### src/rtl/ibrk_pkg.sv
package ibrk_pkg;
  typedef enum logic {
    SEL_ADDR   = 1'b0,
    SEL_ENABLE = 1'b1
  } reg_sel_e;

  function automatic int idx_width(input int n);
    return (n > 1) ? $clog2(n) : 1;
  endfunction
endpackage

### src/rtl/ibrk_rst_sync.sv
module ibrk_rst_sync (
  input  logic clk,
  input  logic rst_n,
  output logic srst_n
);
  logic [1:0] sync_q;
  logic [1:0] sync_d;

  always_comb begin
    sync_d = {sync_q[0], 1'b1};
  end

  always_ff @(posedge clk or negedge rst_n) begin
    if (!rst_n) sync_q <= 2'b00;
    else        sync_q <= sync_d;
  end

  assign srst_n = sync_q[1];
endmodule

### src/rtl/ibrk_regs.sv
module ibrk_regs
  import ibrk_pkg::*;
#(
  parameter int NUM_CMP = 4,
  parameter int ADDR_W  = 32,
  parameter int IDX_W   = 2
) (
  input  logic                             clk,
  input  logic                             srst_n,
  input  logic                             wr_en,
  input  logic                             wr_sel,
  input  logic [IDX_W-1:0]                 wr_idx,
  input  logic [ADDR_W-1:0]                wr_data,
  output logic [NUM_CMP-1:0]               en_o,
  output logic [NUM_CMP-1:0][ADDR_W-1:0]   addr_o
);
  reg_sel_e             sel;
  logic                 en_ce;
  logic [NUM_CMP-1:0]   en_d;
  logic [NUM_CMP-1:0]   en_q;

  always_comb begin
    sel   = reg_sel_e'(wr_sel);
    en_ce = wr_en && (sel == SEL_ENABLE);
    en_d  = wr_data[NUM_CMP-1:0];
  end

  always_ff @(posedge clk or negedge srst_n) begin
    if (!srst_n)    en_q <= '0;
    else if (en_ce) en_q <= en_d;
  end

  assign en_o = en_q;

  for (genvar g = 0; g < NUM_CMP; g++) begin : g_addr
    logic              ce;
    logic [ADDR_W-1:0] d;
    logic [ADDR_W-1:0] q;

    always_comb begin
      ce = wr_en && (sel == SEL_ADDR) && (wr_idx == IDX_W'(g));
      d  = wr_data;
    end

    always_ff @(posedge clk or negedge srst_n) begin
      if (!srst_n) q <= '0;
      else if (ce) q <= d;
    end

    assign addr_o[g] = q;
  end
endmodule

### src/rtl/ibrk_cmp.sv
module ibrk_cmp #(
  parameter int ADDR_W = 32
) (
  input  logic              en_i,
  input  logic [ADDR_W-1:0] addr_i,
  input  logic [ADDR_W-1:0] pc_i,
  output logic              match_o
);
  always_comb begin
    match_o = en_i && (addr_i == pc_i);
  end
endmodule

### src/rtl/ibrk_prio.sv
module ibrk_prio #(
  parameter int NUM_CMP   = 4,
  parameter int IDX_W     = 2,
  parameter int LVL_W     = 4,
  parameter int DEBUG_LVL = 6
) (
  input  logic [NUM_CMP-1:0] match_i,
  input  logic [LVL_W-1:0]   lvl_i,
  output logic               hit_o,
  output logic [IDX_W-1:0]   idx_o
);
  logic             allow;
  logic [IDX_W-1:0] first;

  always_comb begin
    allow = ({1'b0, lvl_i} < (LVL_W+1)'(DEBUG_LVL));
    first = '0;
    for (int i = NUM_CMP - 1; i >= 0; i--) begin
      if (match_i[i]) first = IDX_W'(i);
    end
    hit_o = allow && (|match_i);
    idx_o = hit_o ? first : '0;
  end
endmodule

### src/rtl/ibrk_unit.sv
module ibrk_unit
  import ibrk_pkg::*;
#(
  parameter int NUM_CMP   = 4,
  parameter int ADDR_W    = 32,
  parameter int LVL_W     = 4,
  parameter int DEBUG_LVL = 6,
  localparam int IDX_W    = idx_width(NUM_CMP)
) (
  input  logic              clk,
  input  logic              rst_n,
  input  logic              wr_en,
  input  logic              wr_sel,
  input  logic [IDX_W-1:0]  wr_idx,
  input  logic [ADDR_W-1:0] wr_data,
  input  logic              rd_sel,
  input  logic [IDX_W-1:0]  rd_idx,
  output logic [ADDR_W-1:0] rd_data,
  input  logic [ADDR_W-1:0] pc,
  input  logic [LVL_W-1:0]  cur_lvl,
  output logic              hit,
  output logic [IDX_W-1:0]  hit_idx
);
  logic                           srst_n;
  logic [NUM_CMP-1:0]             en_q;
  logic [NUM_CMP-1:0][ADDR_W-1:0] addr_q;
  logic [NUM_CMP-1:0]             match_vec;

  ibrk_rst_sync rst_sync_i (
    .clk    (clk),
    .rst_n  (rst_n),
    .srst_n (srst_n)
  );

  ibrk_regs #(
    .NUM_CMP (NUM_CMP),
    .ADDR_W  (ADDR_W),
    .IDX_W   (IDX_W)
  ) regs_i (
    .clk     (clk),
    .srst_n  (srst_n),
    .wr_en   (wr_en),
    .wr_sel  (wr_sel),
    .wr_idx  (wr_idx),
    .wr_data (wr_data),
    .en_o    (en_q),
    .addr_o  (addr_q)
  );

  for (genvar g = 0; g < NUM_CMP; g++) begin : g_cmp
    ibrk_cmp #(.ADDR_W(ADDR_W)) cmp_i (
      .en_i    (en_q[g]),
      .addr_i  (addr_q[g]),
      .pc_i    (pc),
      .match_o (match_vec[g])
    );
  end

  ibrk_prio #(
    .NUM_CMP   (NUM_CMP),
    .IDX_W     (IDX_W),
    .LVL_W     (LVL_W),
    .DEBUG_LVL (DEBUG_LVL)
  ) prio_i (
    .match_i (match_vec),
    .lvl_i   (cur_lvl),
    .hit_o   (hit),
    .idx_o   (hit_idx)
  );

  always_comb begin
    if (reg_sel_e'(rd_sel) == SEL_ENABLE)  rd_data = ADDR_W'(en_q);
    else if (int'(rd_idx) < NUM_CMP)        rd_data = addr_q[rd_idx];
    else                                    rd_data = '0;
  end
endmodule

### config.mk
export PLATFORM = sky130hd
export DESIGN_NAME = ibrk_unit
export DESIGN_NICKNAME = d
export VERILOG_FILES = /design/src/rtl/ibrk_pkg.sv /design/src/rtl/ibrk_rst_sync.sv /design/src/rtl/ibrk_regs.sv /design/src/rtl/ibrk_cmp.sv /design/src/rtl/ibrk_prio.sv /design/src/rtl/ibrk_unit.sv
export SDC_FILE = /design/constraint.sdc
export NUM_CORES = 1
export LEC_CHECK = 0
export BUFFER_PORTS_ARGS = -buffer_cell sky130_fd_sc_hd__buf_2
export CAP_MARGIN = 10
export CORE_ASPECT_RATIO = 1.2
export CORE_MARGIN = 2
export CORE_UTILIZATION = 50
export CTS_CLUSTER_SIZE = 16
export DETAILED_ROUTE_END_ITERATION = 8
export GPL_ROUTABILITY_DRIVEN = 0
export PLACE_DENSITY_LB_ADDON = 0.08
export RECOVER_POWER = 50
export REMOVE_ABC_BUFFERS = 1
export SETUP_SLACK_MARGIN = 0.4
export SYNTH_ARGS = -nofsm -noshare
export SYNTH_HDL_FRONTEND = slang
export SYNTH_SLANG_ARGS = --single-unit
### constraint.sdc
create_clock -name clk -period 4.2 [get_ports clk]
set_clock_uncertainty 0.1 [all_clocks]
set_input_delay 1.26 -clock clk [delete_from_list [all_inputs] [get_ports clk]]
set_output_delay 1.26 -clock clk [all_outputs]
set_load 0.01 [all_outputs]
; ---- Word level (Yosys, flattened, before mapping)
; Cells that the tools add are included.
; Widths: inputs -> output; s select.
[word_totals]
regBits = 134
rom_bits = 0
n_memories = 0
elab_cells = 37
latchBits = 0
in_bits = 77
ramBits = 0
[op_classes]
mux = 8
bitwise = 1
div_mod_pow = 0
shift = 0
mul = 0
n_eq_ne = 7
n_lt_le_gt_ge = 2
reduce_logical = 13
add_sub_neg = 0
[ops]
columns = cell, count
row1 = $eq 32x32->1, 4
row2 = $bmux 32 s2, 1
row3 = $mux 32, 2
row4 = $logic_and 1x1->1, 11
row5 = $mux 2, 5
row6 = $eq 2x2->1 const B, 2
row7 = $lt 4x3->1 const B, 1
row8 = $reduce_or 4->1, 1
row9 = $lt 2x3->1 const B, 1
row10 = $eq 2x1->1 const B, 1
row11 = $logic_not 2->1, 1
row12 = $not 1->1, 1

; ---- Depth between registers and ports, before layout
[depth]
ltp_word = 7
ltp_mapped = 7
mapped_depth_nobuf = 6

; ---- Hierarchy
; A second synthesis with hierarchy kept.
[hier_totals]
hier_cells = 558
area_unflattened_um2 = 7772.5
[modules_own_cells]
columns = module, area_each_um2, seq_area_each_um2, instances, cells_per_inst
row1 = ibrk_regs, 5215.0, 3303.2, 1, 283
row2 = ibrk_cmp, 355.3, 0.0, 4, 44
row3 = ibrk_unit, 1027.2, 0.0, 1, 88
row4 = ibrk_prio, 55.1, 0.0, 1, 8
row5 = ibrk_rst_sync, 53.8, 50.0, 1, 3

; ---- Worst setup path after synthesis
; Ideal clock, no wire load.
[synth_timing]
path_kind = input to output
from = input pc[30]
to = output hit
required_time_ns = 2.840
stages = 7
setup_slack_ns = 0.091
t_arrival_ns = 2.749
cell_sequence = buf_4 > xnor2_2 > nand4_1 > nor4_2 > nand4_1 > or4_4 > a41oi_2
[synth_between]
elab_chain_len = 4
word_cells_on_any_way = 10
cone_classes = eq/ne: 4 / reduce/logical: 6
[synth_rtl]
columns = element, line
row1 = start: declaration, ibrk_unit.sv:19  ; input logic [ADDR_W-1:0] pc,
row2 = $eq 32x32->1, ibrk_cmp.sv:10  ; match_o = en_i && (addr_i == pc_i);
row3 = $logic_and 1x1->1, ibrk_cmp.sv:10
row4 = $reduce_or 4->1 *, ibrk_prio.sv:21  ; hit_o = allow && (|match_i);
row5 = $logic_and 1x1->1 *, ibrk_prio.sv:21
row6 = end: declaration, ibrk_unit.sv:21  ; output logic hit,
; Every way passes the cells marked *; elsewhere a longest branch is shown, timed or not.

; ---- Worst setup path after layout
[layout_timing]
from = input pc[4]
to = output hit_idx[1]
[layout_between]
elab_chain_len = 7
word_cells_on_any_way = 15
cone_classes = eq/ne: 4 / mux: 5 / reduce/logical: 6
[layout_rtl]
columns = element, line
row1 = $eq 32x32->1, ibrk_cmp.sv:10
row2 = $logic_and 1x1->1, ibrk_cmp.sv:10
row3 = $mux 2 (4 in series), ibrk_prio.sv:19  ; if (match_i[i]) first = IDX_W'(i);
row4 = $mux 2 *, ibrk_prio.sv:22  ; idx_o = hit_o ? first : '0;
row5 = end: declaration, ibrk_unit.sv:22  ; output logic [IDX_W-1:0] hit_idx
; Marked as above.

==> results_dict.tcl <==
set metrics [dict create \
    synth_compound_area_share_pct 0.349 \
    yosys.area_share.simple_pct 7.07 \
    fin_crit_ps 4440 \
    layout_commonest_cell "mux2_2" \
    synthAdderAreaFrac_pct 0 \
    path_clk_slew_ps 60 \
    min_path_type "reg2reg" \
    end_kind "primary output" \
    coreArea_um2 14800 \
    pin_count 112 \
    antenna_found_initial 0 \
    min_period_over_period_pct 106 \
    r2r_end "regs_i.g_addr[0].q[5]" \
    dr.pass1.iters 6 \
    final_cell_mix "136 x mux2_2, 134 x dfrtp_1, 103 x buf_2" \
    post_cts_buffers 0 \
    reg2reg_slack_ps 940 \
    slew_headroom_pct -74.7 \
    grt_pass1_wl_um 31400 \
    r2r-start "rst_sync_i.sync_q[1]" \
    cts_max_level 4 \
    drc_errors 0 \
    yosysSeqAreaShare_pct 44.6 \
    synth_xor_area_share_pct 15.3 \
    first_iter_violations 263 \
    cp_slowest_cell "or4_4" \
    clock_sinks 134 \
    grt_usage_pct 26.8 \
    holdBufCountCts 0 \
    min_path_cells 0 \
    path_class "in2out" \
    start_kind "input port" \
    r2r_cells 1 \
    viasPerCell 5.51 \
    vias 5029 \
    worstPathCellList "buf_6 -> xnor2_2 -> buf_4 -> nand4_1 -> nor4_2 -> nand4_1 -> or4_4 -> and3b_1 -> buf_2" \
    diodes 0 \
    avgSynthCellArea_um2 13.4 \
    max_freq_mhz 225 \
    grt_pass1_vias 5469 \
    die-area_um2 16000 \
    start_util_pct 50.7 \
    dp_hpwl_um 14100 \
    place_area_um2 8540 \
    grt-ovfl-total 0 \
    clock-root-buffer "clkbuf_16" \
    tritoncts "built" \
    synth_top_family_by_area "multiplexers" \
    yosys_warnings 0 \
    topRoutingLayerUsed "met4" \
    final_area_um2 9290 \
    numCtsBuffers 17 \
    cpPeakStageDelay_ps 460 \
    final_hold_viol_count 0 \
    maxCapViolCount 2 \
    drive_gt1_share_pct 52.4 \
    netlist_area_um2 7520 \
    worst_pin_slew_ps 2620 \
    total_power_uw 4440 \
    wl_met1_um 8540 \
    power.density_nw_per_um2 478 \
    clock_latency_ps 420 \
    worstHoldStart "rst_sync_i.sync_q[0]" \
    vdd_drop_max_uv 249 \
    hold_end "rst_sync_i.sync_q[1]" \
    io_buffers 110 \
    finalSetupViolCount 3 \
    netlist-cell-type-count 30 \
    fillerInstances 1206 \
    die_x_um 116 \
    dr_wl_met3_um 964 \
    setup_slack_ps -243 \
    outcome "finished with violations" \
    area_growth_pct 23.5 \
    holdWs_ps 258 \
    violations "capacitance limit, slew limit, setup timing" \
    grt_start_max_net_pins 66 \
    rsz0062_at_grt "true" \
    final_core_util_pct 62.6 \
    synth_mux_area_share_pct 30.0 \
    maxSlewViolCount 99 \
    critPathMaxFanout 3 \
    die_h_um 138 \
    synth_cells 561 \
    wl_met2_um 10500 \
    finalNonFillerCells 912 \
    cpMostUsedCell "nand4_1" \
    wire_per_inst_um 22.3 \
    drtAntennaViolNets 0 \
    dp.cells 879 \
    fin_nets 774 \
    routed_wl_um 20400 \
    rows 49 \
    synth-seq-cells 134 \
    critPathRequiredTime_ps 2840 \
    arrival_ps 3080 \
    p_leak_uw 0.00388 \
    cts_max_path_buffers 2 \
]
## sequential cells by signal, summed over array words and instances (netlist names)
| register | cells |
|---|---|
| regs_i.en_o | 4 |
| regs_i.g_addr.q | 128 |
| rst_sync_i.sync_q | 2 |
## Yosys cell counts
| cell | count | area (µm²) |
|---|---|---|
| a21oi_1 | 2 | 10.0 |
| a41oi_2 | 1 | 16.3 |
| and3_1 | 3 | 18.8 |
| and3b_1 | 1 | 8.76 |
| buf_1 | 9 | 33.8 |
| buf_2 | 9 | 45.0 |
| buf_4 | 1 | 7.51 |
| buf_6 | 3 | 33.8 |
| clkbuf_1 | 19 | 71.3 |
| clkbuf_2 | 1 | 5.00 |
| conb_1 | 1 | 3.75 |
| dfrtp_1 | 134 | 3350 |
| inv_1 | 1 | 3.75 |
| mux2_2 | 136 | 1530 |
| mux4_2 | 32 | 721 |
| nand2_1 | 3 | 11.3 |
| nand2b_1 | 1 | 6.26 |
| nand3_1 | 7 | 35.0 |
| nand4_1 | 25 | 156 |
| nand4b_1 | 1 | 8.76 |
| nor2b_1 | 28 | 175 |
| nor3_1 | 3 | 15.0 |
| nor4_1 | 7 | 43.8 |
| nor4_2 | 1 | 12.5 |
| nor4b_1 | 1 | 8.76 |
| nor4bb_1 | 2 | 20.0 |
| or4_4 | 1 | 11.3 |
| xnor2_1 | 108 | 946 |
| xnor2_2 | 4 | 65.1 |
| xor2_1 | 16 | 140 |
## worst max path at each step
stage | cells past startpoint | end | start | slack (ps)
floorplan | 2 | regs_i.g_addr[0].q[0] | wr_idx[0] | -1190
global placement | 8 | hit | pc[2] | -430
detailed placement | 8 | hit | pc[2] | -480
CTS | 9 | hit | pc[4] | -200
global route | 9 | hit_idx[1] | pc[4] | -240
finish | 9 | hit_idx[1] | pc[4] | -240
## report_power, final
| group | total, µW | internal (µW) | leakage (µW) | switching [µW] |
|---|---|---|---|---|
| registers | 1860 | 1570 | 0.00161 | 283 |
| clock network | 1400 | 883 | 0.000276 | 522 |
| logic | 1180 | 709 | 0.00200 | 467 |
| total | 4440 | 3160 | 0.00388 | 1270 |
## critical path, delay by kind of cell
family                    cells  cell delay [ps]
and+or+nand+nor               5             1320
xor gates and xnor gates      1              120
buffers and inverters         3              370
## timing repair
action | 4_1_cts | 5_1_grt
resized for setup | 14 | 11
cloned | 3 | 0
setup endpoints to repair | 35 | 6
pin swaps | 8 | 6
## layout make-up
class	instances	area [µm²]	share of cell area [%]
sequential	134	3350	36.1
timing repair buffer	159	1020	10.9
multi-input combinational	384	4110	44.2
clock buffer	26	509	5.48
inverter	1	3.75	0.0404
tap	204	255	2.75
clock inverter	4	45.0	0.485
## layer usage
layer | global-route usage (%) | up-vias
li1 | - | 2277
met1 | 35.5 | 2587
met2 | 45.2 | 141
met3 | 4.43 | 24
met4 | 7.83 | 0
met5 | 0 | -
## logic make-up (layout without fill, tap and decap cells)
family	after synthesis	after routing
flip-flops	134	134
other	1	1
multiplexers	168	168
AO/OA/AOI/OAI	3	3
XOR/XNOR	128	128
buffers and inverters	43	190
AND/OR/NAND/NOR	84	84
## per-stage QoR
step	worst slack, ps	TNS (ps)
after floorplan	-1190	-96020
after global placement	-428	-1220
after detailed placement	-476	-1300
after CTS	-200	-560
after global routing	-236	-651
final	-243	-652
Note: power is estimated with default switching activity, not from simulation.
